File: src/rtl/fdsel_pkg.sv
package fdsel_pkg;

  typedef enum logic [1:0] {PH_OP, PH_ADDR, PH_DATA, PH_SKIP} phase_e;

  localparam logic [7:0] OPC_READ4      = 8'h13;
  localparam logic [7:0] OPC_RDREG      = 8'h65;
  localparam logic [7:0] OPC_WRREG      = 8'h71;
  localparam logic [7:0] OPC_ERASE_DIE  = 8'hFE;
  localparam logic [7:0] OPC_SUSP_A     = 8'h85;
  localparam logic [7:0] OPC_SUSP_B     = 8'h75;
  localparam logic [7:0] OPC_RESM_A     = 8'h7A;
  localparam logic [7:0] OPC_RESM_B     = 8'h8A;
  localparam logic [7:0] OPC_LEG_ERA_A  = 8'h60;
  localparam logic [7:0] OPC_LEG_ERA_B  = 8'hC7;

  function automatic logic op_is_susp(input logic [7:0] op);
    return (op == OPC_SUSP_A) || (op == OPC_SUSP_B);
  endfunction

  function automatic logic op_is_resume(input logic [7:0] op);
    return (op == OPC_RESM_A) || (op == OPC_RESM_B);
  endfunction

  function automatic logic op_takes_addr(input logic [7:0] op);
    return (op == OPC_READ4) || (op == OPC_RDREG) || (op == OPC_WRREG) ||
           (op == OPC_ERASE_DIE) || op_is_susp(op) || op_is_resume(op);
  endfunction

  function automatic logic op_has_data(input logic [7:0] op);
    return (op == OPC_READ4) || (op == OPC_RDREG) || (op == OPC_WRREG);
  endfunction

  function automatic logic op_is_legacy_erase(input logic [7:0] op);
    return (op == OPC_LEG_ERA_A) || (op == OPC_LEG_ERA_B);
  endfunction

endpackage

File: src/rtl/fdsel_frame.sv
module fdsel_frame
  import fdsel_pkg::*;
#(
  parameter int ADDR_W = 32,
  parameter int DIE_AW = 26
) (
  input  logic              clk,
  input  logic              rst_n,
  input  logic              cs_n_i,
  input  logic              bit_en_i,
  input  logic              mosi_i,
  input  logic              strap_i,
  output logic [7:0]        op_o,
  output logic              hit_o,
  output logic [DIE_AW-1:0] hit_addr_o,
  output logic              data_step_o,
  output logic              byte_end_o,
  output logic [7:0]        rx_byte_o
);

  localparam int CNT_W = $clog2(ADDR_W);

  phase_e             phase_q, phase_d;
  logic [CNT_W-1:0]   cnt_q, cnt_d;
  logic [ADDR_W-1:0]  sh_q, sh_d;
  logic [7:0]         op_q, op_d;
  logic               sh_en;
  logic               hit, data_step, byte_end;

  always_comb begin
    sh_d      = {sh_q[ADDR_W-2:0], mosi_i};
    sh_en     = !cs_n_i && bit_en_i;
    phase_d   = phase_q;
    cnt_d     = cnt_q;
    op_d      = op_q;
    hit       = 1'b0;
    data_step = 1'b0;
    byte_end  = 1'b0;
    if (cs_n_i) begin
      phase_d = PH_OP;
      cnt_d   = '0;
    end else if (bit_en_i) begin
      case (phase_q)
        PH_OP: begin
          if (cnt_q == CNT_W'(7)) begin
            op_d    = sh_d[7:0];
            cnt_d   = '0;
            phase_d = op_takes_addr(sh_d[7:0]) ? PH_ADDR : PH_SKIP;
          end else begin
            cnt_d = cnt_q + 1'b1;
          end
        end
        PH_ADDR: begin
          if (cnt_q == CNT_W'(ADDR_W-1)) begin
            cnt_d = '0;
            if (sh_d[DIE_AW] == strap_i) begin
              hit     = 1'b1;
              phase_d = op_has_data(op_q) ? PH_DATA : PH_SKIP;
            end else begin
              phase_d = PH_SKIP;
            end
          end else begin
            cnt_d = cnt_q + 1'b1;
          end
        end
        PH_DATA: begin
          data_step = 1'b1;
          byte_end  = (cnt_q[2:0] == 3'd7);
          cnt_d     = byte_end ? '0 : cnt_q + 1'b1;
        end
        default: ;
      endcase
    end
  end

  always_ff @(posedge clk or negedge rst_n) begin
    if (!rst_n) begin
      phase_q <= PH_OP;
      cnt_q   <= '0;
      op_q    <= '0;
    end else begin
      phase_q <= phase_d;
      cnt_q   <= cnt_d;
      op_q    <= op_d;
    end
  end

  always_ff @(posedge clk or negedge rst_n) begin
    if (!rst_n) begin
      sh_q <= '0;
    end else if (sh_en) begin
      sh_q <= sh_d;
    end
  end

  assign op_o        = op_q;
  assign hit_o       = hit;
  assign hit_addr_o  = sh_d[DIE_AW-1:0];
  assign data_step_o = data_step;
  assign byte_end_o  = byte_end;
  assign rx_byte_o   = sh_d[7:0];

  // a deselected bus always leaves the decoder at the first opcode bit
  assert_frame_restart_R2: assert property (@(posedge clk) disable iff (!rst_n)
    cs_n_i |=> (phase_q == PH_OP && cnt_q == '0));

  // a completed legacy erase opcode drops the rest of the frame
  assert_legacy_erase_skipped_R8: assert property (@(posedge clk) disable iff (!rst_n)
    (!cs_n_i && bit_en_i && phase_q == PH_OP && cnt_q == CNT_W'(7) &&
     op_is_legacy_erase(sh_d[7:0])) |=> (phase_q == PH_SKIP));

endmodule

File: src/rtl/fdsel_regs.sv
module fdsel_regs
  import fdsel_pkg::*;
#(
  parameter int NREG = 8
) (
  input  logic                    clk,
  input  logic                    rst_n,
  input  logic                    strap_i,
  input  logic [7:0]              op_i,
  input  logic                    hit_i,
  input  logic [$clog2(NREG)-1:0] hit_idx_i,
  input  logic                    byte_end_i,
  input  logic [7:0]              rx_byte_i,
  input  logic [$clog2(NREG)-1:0] rd_idx_i,
  output logic [7:0]              rd_data_o,
  output logic                    erased_o
);

  localparam int IDX_W = $clog2(NREG);

  logic [IDX_W-1:0] wr_idx_q, wr_idx_d;
  logic             susp_q, susp_d;
  logic             erased_q, erased_d;
  logic             wr_en;
  logic [7:0]       rd_vec [NREG];

  always_comb begin
    wr_idx_d = wr_idx_q;
    susp_d   = susp_q;
    erased_d = erased_q;
    if (hit_i) begin
      wr_idx_d = hit_idx_i;
      if (op_i == OPC_ERASE_DIE) erased_d = 1'b1;
      if (op_is_susp(op_i))      susp_d   = 1'b1;
      if (op_is_resume(op_i))    susp_d   = 1'b0;
    end
  end

  always_ff @(posedge clk or negedge rst_n) begin
    if (!rst_n) begin
      wr_idx_q <= '0;
      susp_q   <= 1'b0;
      erased_q <= 1'b0;
    end else begin
      wr_idx_q <= wr_idx_d;
      susp_q   <= susp_d;
      erased_q <= erased_d;
    end
  end

  assign wr_en     = byte_end_i && (op_i == OPC_WRREG);
  assign rd_vec[0] = {strap_i, 5'b0, erased_q, susp_q};

  for (genvar g = 1; g < NREG; g++) begin : g_entry
    logic [7:0] val_q;
    logic       we;
    assign we = wr_en && (wr_idx_q == IDX_W'(g));
    always_ff @(posedge clk or negedge rst_n) begin
      if (!rst_n) begin
        val_q <= '0;
      end else if (we) begin
        val_q <= rx_byte_i;
      end
    end
    assign rd_vec[g] = val_q;
  end

  assign rd_data_o = rd_vec[rd_idx_i];
  assign erased_o  = erased_q;

  // erase state is never undone
  assert_erase_sticky_R9: assert property (@(posedge clk) disable iff (!rst_n)
    erased_q |=> erased_q);

  // erase only follows a claimed addressed erase
  assert_erase_needs_claim_R9: assert property (@(posedge clk) disable iff (!rst_n)
    $rose(erased_q) |-> $past(hit_i && op_i == OPC_ERASE_DIE));

  // suspend state moves only on a claimed command
  assert_susp_needs_claim_R10: assert property (@(posedge clk) disable iff (!rst_n)
    !$stable(susp_q) |-> $past(hit_i));

endmodule

File: src/rtl/fdsel_out.sv
module fdsel_out
  import fdsel_pkg::*;
#(
  parameter int DIE_AW = 26,
  parameter int IDX_W  = 3
) (
  input  logic              clk,
  input  logic              rst_n,
  input  logic              cs_n_i,
  input  logic [7:0]        op_i,
  input  logic              hit_i,
  input  logic [DIE_AW-1:0] hit_addr_i,
  input  logic              data_step_i,
  input  logic              byte_end_i,
  input  logic              erased_i,
  output logic [IDX_W-1:0]  rd_idx_o,
  input  logic [7:0]        rd_data_i,
  output logic              so_o,
  output logic              so_oe_o
);

  logic [DIE_AW-1:0] ptr_q, ptr_d;
  logic [7:0]        osh_q, osh_d;
  logic              oe_q, oe_d;
  logic              regmode_q, regmode_d;
  logic [IDX_W-1:0]  ridx_q, ridx_d;
  logic              is_rd, is_rdreg;

  function automatic logic [7:0] stub_byte(input logic [DIE_AW-1:0] a, input logic er);
    return er ? 8'hFF : (a[7:0] ^ a[DIE_AW-1 -: 8]);
  endfunction

  assign is_rdreg = (op_i == OPC_RDREG);
  assign is_rd    = (op_i == OPC_READ4) || is_rdreg;
  assign rd_idx_o = hit_i ? hit_addr_i[IDX_W-1:0] : ridx_q;

  always_comb begin
    ptr_d     = ptr_q;
    osh_d     = osh_q;
    oe_d      = oe_q;
    regmode_d = regmode_q;
    ridx_d    = ridx_q;
    if (cs_n_i) begin
      oe_d = 1'b0;
    end else if (hit_i && is_rd) begin
      oe_d      = 1'b1;
      regmode_d = is_rdreg;
      ridx_d    = hit_addr_i[IDX_W-1:0];
      ptr_d     = hit_addr_i + 1'b1;
      osh_d     = is_rdreg ? rd_data_i : stub_byte(hit_addr_i, erased_i);
    end else if (data_step_i && oe_q) begin
      if (byte_end_i) begin
        if (regmode_q) begin
          osh_d = rd_data_i;
        end else begin
          osh_d = stub_byte(ptr_q, erased_i);
          ptr_d = ptr_q + 1'b1;
        end
      end else begin
        osh_d = {osh_q[6:0], 1'b0};
      end
    end
  end

  always_ff @(posedge clk or negedge rst_n) begin
    if (!rst_n) begin
      ptr_q     <= '0;
      osh_q     <= '0;
      oe_q      <= 1'b0;
      regmode_q <= 1'b0;
      ridx_q    <= '0;
    end else begin
      ptr_q     <= ptr_d;
      osh_q     <= osh_d;
      oe_q      <= oe_d;
      regmode_q <= regmode_d;
      ridx_q    <= ridx_d;
    end
  end

  assign so_o    = oe_q & osh_q[7];
  assign so_oe_o = oe_q;

  // the output is enabled only right after this die claimed the command
  assert_drive_needs_claim_R3: assert property (@(posedge clk) disable iff (!rst_n)
    $rose(oe_q) |-> $past(hit_i));

  // the output is released as soon as the frame ends
  assert_release_at_frame_end_R3: assert property (@(posedge clk) disable iff (!rst_n)
    cs_n_i |=> !oe_q);

  // the read pointer wraps inside the die's half
  assert_ptr_wraps_in_half_R5: assert property (@(posedge clk) disable iff (!rst_n)
    (!cs_n_i && !hit_i && data_step_i && byte_end_i && oe_q && !regmode_q && ptr_q == '1)
    |=> (ptr_q == '0));

endmodule

File: src/rtl/fdsel_die_filter.sv
module fdsel_die_filter #(
  parameter int ADDR_W = 32,
  parameter int DIE_AW = 26,
  parameter int NREG   = 8
) (
  input  logic clk,
  input  logic rst_n,
  input  logic strap_high_i,
  input  logic cs_n_i,
  input  logic bit_en_i,
  input  logic mosi_i,
  output logic so_o,
  output logic so_oe_o
);

  localparam int IDX_W = $clog2(NREG);

  logic              rst_m, rst_s;
  logic [7:0]        op;
  logic              hit, data_step, byte_end, erased;
  logic [DIE_AW-1:0] hit_addr;
  logic [7:0]        rx_byte, rd_data;
  logic [IDX_W-1:0]  rd_idx;

  always_ff @(posedge clk or negedge rst_n) begin
    if (!rst_n) begin
      rst_m <= 1'b0;
      rst_s <= 1'b0;
    end else begin
      rst_m <= 1'b1;
      rst_s <= rst_m;
    end
  end

  fdsel_frame #(.ADDR_W(ADDR_W), .DIE_AW(DIE_AW)) u_frame (
    .clk        (clk),
    .rst_n      (rst_s),
    .cs_n_i     (cs_n_i),
    .bit_en_i   (bit_en_i),
    .mosi_i     (mosi_i),
    .strap_i    (strap_high_i),
    .op_o       (op),
    .hit_o      (hit),
    .hit_addr_o (hit_addr),
    .data_step_o(data_step),
    .byte_end_o (byte_end),
    .rx_byte_o  (rx_byte)
  );

  fdsel_regs #(.NREG(NREG)) u_regs (
    .clk       (clk),
    .rst_n     (rst_s),
    .strap_i   (strap_high_i),
    .op_i      (op),
    .hit_i     (hit),
    .hit_idx_i (hit_addr[IDX_W-1:0]),
    .byte_end_i(byte_end),
    .rx_byte_i (rx_byte),
    .rd_idx_i  (rd_idx),
    .rd_data_o (rd_data),
    .erased_o  (erased)
  );

  fdsel_out #(.DIE_AW(DIE_AW), .IDX_W(IDX_W)) u_out (
    .clk        (clk),
    .rst_n      (rst_s),
    .cs_n_i     (cs_n_i),
    .op_i       (op),
    .hit_i      (hit),
    .hit_addr_i (hit_addr),
    .data_step_i(data_step),
    .byte_end_i (byte_end),
    .erased_i   (erased),
    .rd_idx_o   (rd_idx),
    .rd_data_i  (rd_data),
    .so_o       (so_o),
    .so_oe_o    (so_oe_o)
  );

endmodule

File: config.mk
export PLATFORM = sky130hd
export DESIGN_NAME = fdsel_die_filter
export DESIGN_NICKNAME = d
export VERILOG_FILES = /design/src/rtl/fdsel_pkg.sv /design/src/rtl/fdsel_frame.sv /design/src/rtl/fdsel_regs.sv /design/src/rtl/fdsel_out.sv /design/src/rtl/fdsel_die_filter.sv
export SDC_FILE = /design/constraint.sdc
export NUM_CORES = 1
export LEC_CHECK = 0
export ABC_AREA = 1
export BUFFER_PORTS_ARGS = -buffer_cell sky130_fd_sc_hd__buf_2
export CAP_MARGIN = 10
export CORE_UTILIZATION = 45
export DETAILED_ROUTE_END_ITERATION = 8
export GPL_ROUTABILITY_DRIVEN = 0
export PLACE_DENSITY = 0.72
export SLEW_MARGIN = 10
export SYNTH_ARGS = -nofsm -noshare
export SYNTH_HDL_FRONTEND = slang
export SYNTH_SLANG_ARGS = --single-unit
File: constraint.sdc
create_clock -name clk -period 11.35 [get_ports clk]
set_clock_uncertainty 0.1 [all_clocks]
set_input_delay 1.135 -clock clk [delete_from_list [all_inputs] [get_ports clk]]
set_output_delay 1.135 -clock clk [all_outputs]
set_load 0.05 [all_outputs]
==> results of run 1 <==
## worst min path at each step
stage,slack [ns],cells after the start,to,from
after floorplan,0.23,0,rst_s,rst_m
after global placement,0.24,0,rst_s,rst_m
after detailed placement,0.25,0,rst_s,rst_m
after CTS,0.26,0,rst_s,rst_m
after global routing,0.27,0,rst_s,rst_m
final,0.26,0,rst_s,rst_m
## report_power, final
part / internal, W / switching, W / leakage, nW
clock network: 0.000321 / 0.000228 / 0.274
logic: 0.0000355 / 0.0000955 / 2.21
registers: 0.000536 / 0.0000337 / 1.89
total: 0.000893 / 0.000357 / 4.38
## logic make-up after synthesis
logic type,after synthesis,share of synthesized area (%)
xor gates and xnor gates,4,0.501
adders and majority gates,7,1.03
and+or+nand+nor,674,34.6
other,1,0.0441
buffers and inverters,202,9.88
AOI/OAI and AO/OA,189,11.9
DFF,143,42.1
## layout by cell type (no fill, tap or decap), types with 2 or more instances in the layout
cell,netlist,layout
dfrtp_1,143,142
nand4_1,20,20
xor2_1,3,3
nor3_1,5,5
clkinvlp_4,0,3
inv_2,7,7
clkbuf_1,25,2
buf_4,2,2
a311oi_1,2,2
clkbuf_16,0,17
nand2_2,8,8
buf_2,21,7
o21a_1,3,3
o21ai_0,120,120
nor2_1,60,60
nand3_1,132,132
inv_6,0,4
a21oi_1,30,30
ha_1,7,7
nor2_2,8,8
o21ai_1,9,9
o21ai_2,2,2
nand2_4,3,3
inv_1,138,138
o211ai_1,2,2
nand2_1,411,411
nor2_4,3,3
or2_2,5,5
nand3b_1,14,14
a31oi_1,12,12
o22ai_1,5,5
clkbuf_8,0,3
## critical path, cell delays in order
cell     delay [ns]
buf_2          0.14
inv_2          0.11
nand2_4        0.29
nor2_4         0.23
nand3_1        0.70
nand2_1        1.11
nand2_1        0.22
nand3_1        0.14
nand3_1        0.12
nand2_1        0.14
nand2_1        0.06
nand2_1        0.07
nand2_1        0.04
nand2_1        0.05
a21oi_1        0.09
## flip-flops by register name, summed over array words and instances (netlist names), 2 cells and up
register and count:
u_regs.g_entry.val_q 56, u_out.ptr_q 26, u_frame.phase_q 2, u_frame.cnt_q 5, u_out.osh_q 8, u_frame.sh_q 26, u_out.ridx_q 3, u_frame.op_o 8
u_regs.wr_idx_q 3
## through the flow
step / instances / total power [W] / worst slack (ns) / instance area (um^2) / utilization (%)
global route: 1434 / 0.00130 / 6.58 / 9130 / 50.1
global placement: 1402 / 0.000703 / 6.62 / 8550 / 47.0
finish: 1434 / 0.00125 / 6.90 / 9130 / 50.1
CTS: 1434 / 0.00125 / 7.01 / 9130 / 50.1
detailed placement: 1402 / 0.000705 / 6.56 / 8550 / 47.0
floorplan: 1220 / 0.000659 / 6.97 / 8500 / -
## routing by layer
| metal | GRT usage, % | vias to the layer above | wire length, um |
|---|---|---|---|
| li1 | - | 3862 | - |
| met1 | 36.5 | 3632 | 10600 |
| met2 | 35.6 | 339 | 9720 |
| met3 | 4.09 | 60 | 1700 |
| met4 | 12.0 | 0 | 731 |
| met5 | 0 | - | 0 |
## area by class of cell
type	instances	area [um^2]	area share, %
multi-input combinational	875	4080	44.7
clock inverter	10	101	1.11
sequential	143	3580	39.3
inverter	146	551	6.03
timing repair buffer	9	50.0	0.548
clock buffer	22	474	5.20
tap	229	287	3.14
==> results.json, run 1 <==
{
  "outcome": "finished, final reports clean",
  "synth_nets": 1233,
  "cellPowerDensity_mw_per_mm2": 137,
  "drc": 0,
  "syn_area_per_cell_um2": 6.97,
  "setup.worst_path.start_class": "input pin",
  "finalHoldViolCount": 0,
  "r2r_start": "u_frame.cnt_q[0]",
  "vdd_drop_max_mv": 0.109,
  "synth.area.top_cells": "dfrtp_1 (42%), nand2_1 (18%), nand3_1 (7.8%)",
  "worstPathArrival_ns": 4.66,
  "ys_seq_area_share_pct": 42.1,
  "reg2reg_to": "u_out.osh_q[5]",
  "ys_top_cells_by_count": "nand2_1 (411), dfrtp_1 (143), inv_1 (138), nand3_1 (132), o21ai_0 (120)",
  "dr.pass1.iters": 8,
  "ant_nets": 0,
  "critPathCapture": "u_out.osh_q[5]",
  "slew_viol_final": 0,
  "numCtsBuffers": 17,
  "io_pins": 8,
  "cp-end-kind": "register",
  "synth_cells": 1220,
  "cts-root-buf": "clkbuf_16",
  "overflow": 0,
  "nFillCells": 1762,
  "finalSetupViolations": 0,
  "final.min_clock_period_ns": 4.45,
  "cts_max_level": 4,
  "viasPerCell": 5.50,
  "rsz0062_at_grt": "no",
  "fin_crit_sh_pct": 39.2,
  "dp_hpwl_mm": 15.5,
  "n_antenna_cell": 0,
  "grt_max_degree": 73,
  "vias": 7893,
  "ys_ff_latch": 143,
  "slew_headroom_pct": 31.0,
  "crit_type": "input pin to register",
  "holdCritPathClass": "register to register",
  "grt_antenna_before_repair": 0,
  "synth-main-ff-cell": "dfrtp_1",
  "track_usage_pct": 24.9,
  "cts_hold_buf": 0,
  "cp_data_required_time_ns": 11.57,
  "cts_tree": "yes",
  "clock_sinks": 143,
  "die_y_um": 139,
  "leakage_nw": 4.38,
  "synth-edff-count": 0,
  "nNetsFinal": 1205,
  "post-cts-setup-buffer-count": 0,
  "areaGrowthSynthToFinish_pct": 7.38,
  "clock_latency_ns": 0.44,
  "reg2reg_depth": 17,
  "drtIter0Drc": 886,
  "drt-total-wl_mm": 22.8,
  "portBuffers": 7,
  "synth_top_area_share_pct": 42.1,
  "ys_types": 42,
  "fmax_mhz": 225,
  "cts_buffer_depth": 2,
  "whs_ns": 0.257,
  "reg2reg_slack_ns": 7.08,
  "worst-path-max-fanout": 53,
  "grt_pass1_vias": 7299,
  "yosysWarningCount": 0,
  "rows": 49,
  "die-area_mm2": 0.0194,
  "drive_gt1_share_pct": 6.64,
  "initial_core_util_pct": 46.7,
  "ctsResizeCount": 0,
  "synth_top_cell_by_area": "dfrtp_1",
  "post_drt_wl_per_cell_um": 15.9,
  "path_clk_slew_ns": 0.06,
  "crit_start": "cs_n_i",
  "syn_area_mm2": 0.00850,
  "core_area_mm2": 0.0182,
  "async_reset_ff_share_pct": 100,
  "grt_pass1_wl_mm": 38.0,
  "cap_violations": 0,
  "yosysMostFrequentCell": "nand2_1",
  "tightest_slew_ns": 1.03,
  "timing.setup.tns_ns": 0,
  "die_x_um": 139
}
No activity file was read; power rests on OpenSTA's default activity.
==> run 2: changes to the inputs <==
--- a/config.mk
+++ b/config.mk
@@ -11,7 +11,7 @@
 export CORE_UTILIZATION = 45
 export DETAILED_ROUTE_END_ITERATION = 8
 export GPL_ROUTABILITY_DRIVEN = 0
-export PLACE_DENSITY = 0.72
+export PLACE_DENSITY = 0.74
 export SLEW_MARGIN = 10
 export SYNTH_ARGS = -nofsm -noshare
 export SYNTH_HDL_FRONTEND = slang
==> constraint.sdc (replaced) <==
create_clock -name clk -period 4 [get_ports clk]
set_clock_uncertainty 0.1 [all_clocks]
set_input_delay 0.4 -clock clk [delete_from_list [all_inputs] [get_ports clk]]
set_output_delay 0.4 -clock clk [all_outputs]
set_load 0.05 [all_outputs]
==> run 2 against run 1 <==
Sequential share of layout area down 0.60 points. Setup slack got worse by 6.4 ns. Via count up 1.0%. Total power grew to 2.9 times the previous value. Critical endpoint is now u_out.ptr_q[12]. Highest routed layer unchanged.
==> results.json, run 2 (same netlist as run 1, synthesis figures left out) <==
{
  "slew_headroom_pct": 54.3,
  "viasPerCell": 5.52,
  "power.switching_w": 0.000997,
  "finalSetupViolations": 0,
  "overflow": 0,
  "p_int_w": 0.00266,
  "register_area_mm2": 0.00358,
  "grt.busiest_layer": "met2",
  "initial_core_util_pct": 46.7,
  "grt_pass1_wl_mm": 37.7,
  "grt_util_met2_pct": 37.8,
  "io_pins": 8,
  "place_area_mm2": 0.00864,
  "crit_start": "u_frame.cnt_q[0]",
  "use_met1_pct": 34.8,
  "slew_viol_final": 0,
  "tightest_slew_ns": 0.684,
  "cellPowerDensity_mw_per_mm2": 395,
  "worst-path-max-fanout": 48,
  "combPwrFrac_pct": 10.3,
  "p_seq_share_pct": 43.9,
  "outcome": "finished, final reports clean",
  "p_clk_share_pct": 45.8,
  "finalHoldViolCount": 0,
  "largestRegisters": "u_regs.g_entry.val_q (56), u_frame.sh_q (26), u_out.ptr_q (26)",
  "setup.worst_path.start_class": "register",
  "areaGrowthSynthToFinish_pct": 9.05,
  "cts_buffer_depth": 2,
  "ant_nets": 0,
  "n_antenna_cell": 0,
  "grt_max_degree": 67,
  "grt_antenna_before_repair": 0,
  "final_common_cell": "nand2_1",
  "holdCritPathClass": "input pin to async pin",
  "drtIter0Drc": 1018,
  "timing.setup.tns_ns": 0,
  "fmax_mhz": 284,
  "nFillCells": 1711,
  "dp_hpwl_mm": 15.7,
  "die_x_um": 139,
  "nNetsFinal": 1216,
  "vdd_drop_max_mv": 0.312,
  "ctsResizeCount": 0,
  "largest_reg_flops": 56,
  "switching_share_pct": 27.3,
  "grt_pass1_vias": 7352,
  "fin_crit_sh_pct": 88.2,
  "clock_sinks": 143,
  "cts_max_level": 4,
  "rsz0062_at_grt": "no",
  "track_usage_pct": 24.8,
  "cts_tree": "yes",
  "vias": 7973,
  "met3_usage_pct": 4.96,
  "final.min_clock_period_ns": 3.53,
  "die_y_um": 139,
  "post_drt_wl_per_cell_um": 15.8,
  "cts-root-buf": "clkbuf_16",
  "worstPathArrival_ns": 3.73,
  "drive_gt1_share_pct": 7.48,
  "largest_register": "u_regs.g_entry.val_q",
  "leakage_nw": 4.47,
  "dr.pass1.iters": 6,
  "portBuffers": 7,
  "drc": 0,
  "final_area_mm2": 0.00927,
  "layout_common_cells": "nand2_1 (411), dfrtp_1 (142), inv_1 (138)",
  "multi_input_area_mm2": 0.00408,
  "drt-total-wl_mm": 22.8,
  "cp_data_required_time_ns": 4.20,
  "core_area_mm2": 0.0182,
  "crit_type": "register to register",
  "cp-end-kind": "register",
  "cap_violations": 0,
  "path_clk_slew_ns": 0.06,
  "clock_latency_ns": 0.43,
  "numCtsBuffers": 17,
  "die-area_mm2": 0.0194,
  "rows": 49,
  "r2r_start": "u_frame.cnt_q[0]"
}
-- run 2: final timing paths --
kind                       cells after the start                         end  slack (ns)
setup / recovery                              20             u_out.ptr_q[12]        0.47
hold / removal                                 2                       rst_m        0.18
setup reg to reg                              20             u_out.ptr_q[12]        0.47
hold reg to reg                                0  u_regs.g_entry[3].val_q[7]        0.24
max in group asynchronous                      1              u_out.osh_q[1]        2.70
min in group clk                               0                       rst_s        0.25
-- run 2: layer usage --
metal | wire (um) | vias up
met3 | 1860 | 41
met5 | 0 | -
met4 | 524 | 0
met2 | 10200 | 331
met1 | 10200 | 3719
li1 | - | 3882
-- run 2: final cells by class --
cell class	instances	area share (%)
inverters	146	5.94
flip-flops and latches	143	38.7
multi-input cells	875	44.0
clock buffers	21	5.08
clock inverters	11	1.62
repair buffers	20	1.59
well taps	229	3.09
-- run 2: through the flow --
stage | instances | hold WS (ns) | setup slack [ns] | utilization [%] | power (W)
3_5_place_dp | 1412 | 0.0879 | 0.510 | 47.4 | 0.00200
3_3_place_gp | 1412 | 0.0860 | 0.689 | 47.4 | 0.00199
2_1_floorplan | 1220 | 0.00441 | 1.29 | - | 0.00187
5_1_grt | 1445 | 0.177 | 0.0260 | 50.9 | 0.00380
6_report | 1445 | 0.176 | 0.473 | 50.9 | 0.00366
4_1_cts | 1445 | 0.160 | 0.494 | 50.9 | 0.00367
-- run 2: repair_timing --
action | CTS | global route
setup buffers | 0 | 0
hold endpoints to repair | 2 | 0
hold buffers | 1 | 0
-- run 2: critical path, stage by stage (launching register included) --
cell	delay [ns]
dfrtp_1	0.39
ha_1	0.19
inv_1	0.06
nor3_1	0.21
ha_1	0.21
nand2_1	0.09
nor2_4	0.17
nand2_4	0.09
inv_4	0.24
nand2_4	0.33
nand2_1	0.17
o21ai_2	0.09
inv_1	0.10
ha_1	0.20
nand2_2	0.08
nor2_2	0.11
nand2_2	0.11
nor2_4	0.20
nand3_1	0.09
nand3_1	0.09
o21ai_1	0.06
-- run 2: power by group through the flow --
stage / combinational, W / clock, W / sequential (W)
5_1_grt: 0.000438 / 0.00175 / 0.00161
4_1_cts: 0.000376 / 0.00169 / 0.00160
6_report: 0.000378 / 0.00168 / 0.00161
2_1_floorplan: 0.000256 / 0 / 0.00161
3_5_place_dp: 0.000373 / 0 / 0.00163
3_3_place_gp: 0.000363 / 0 / 0.00163
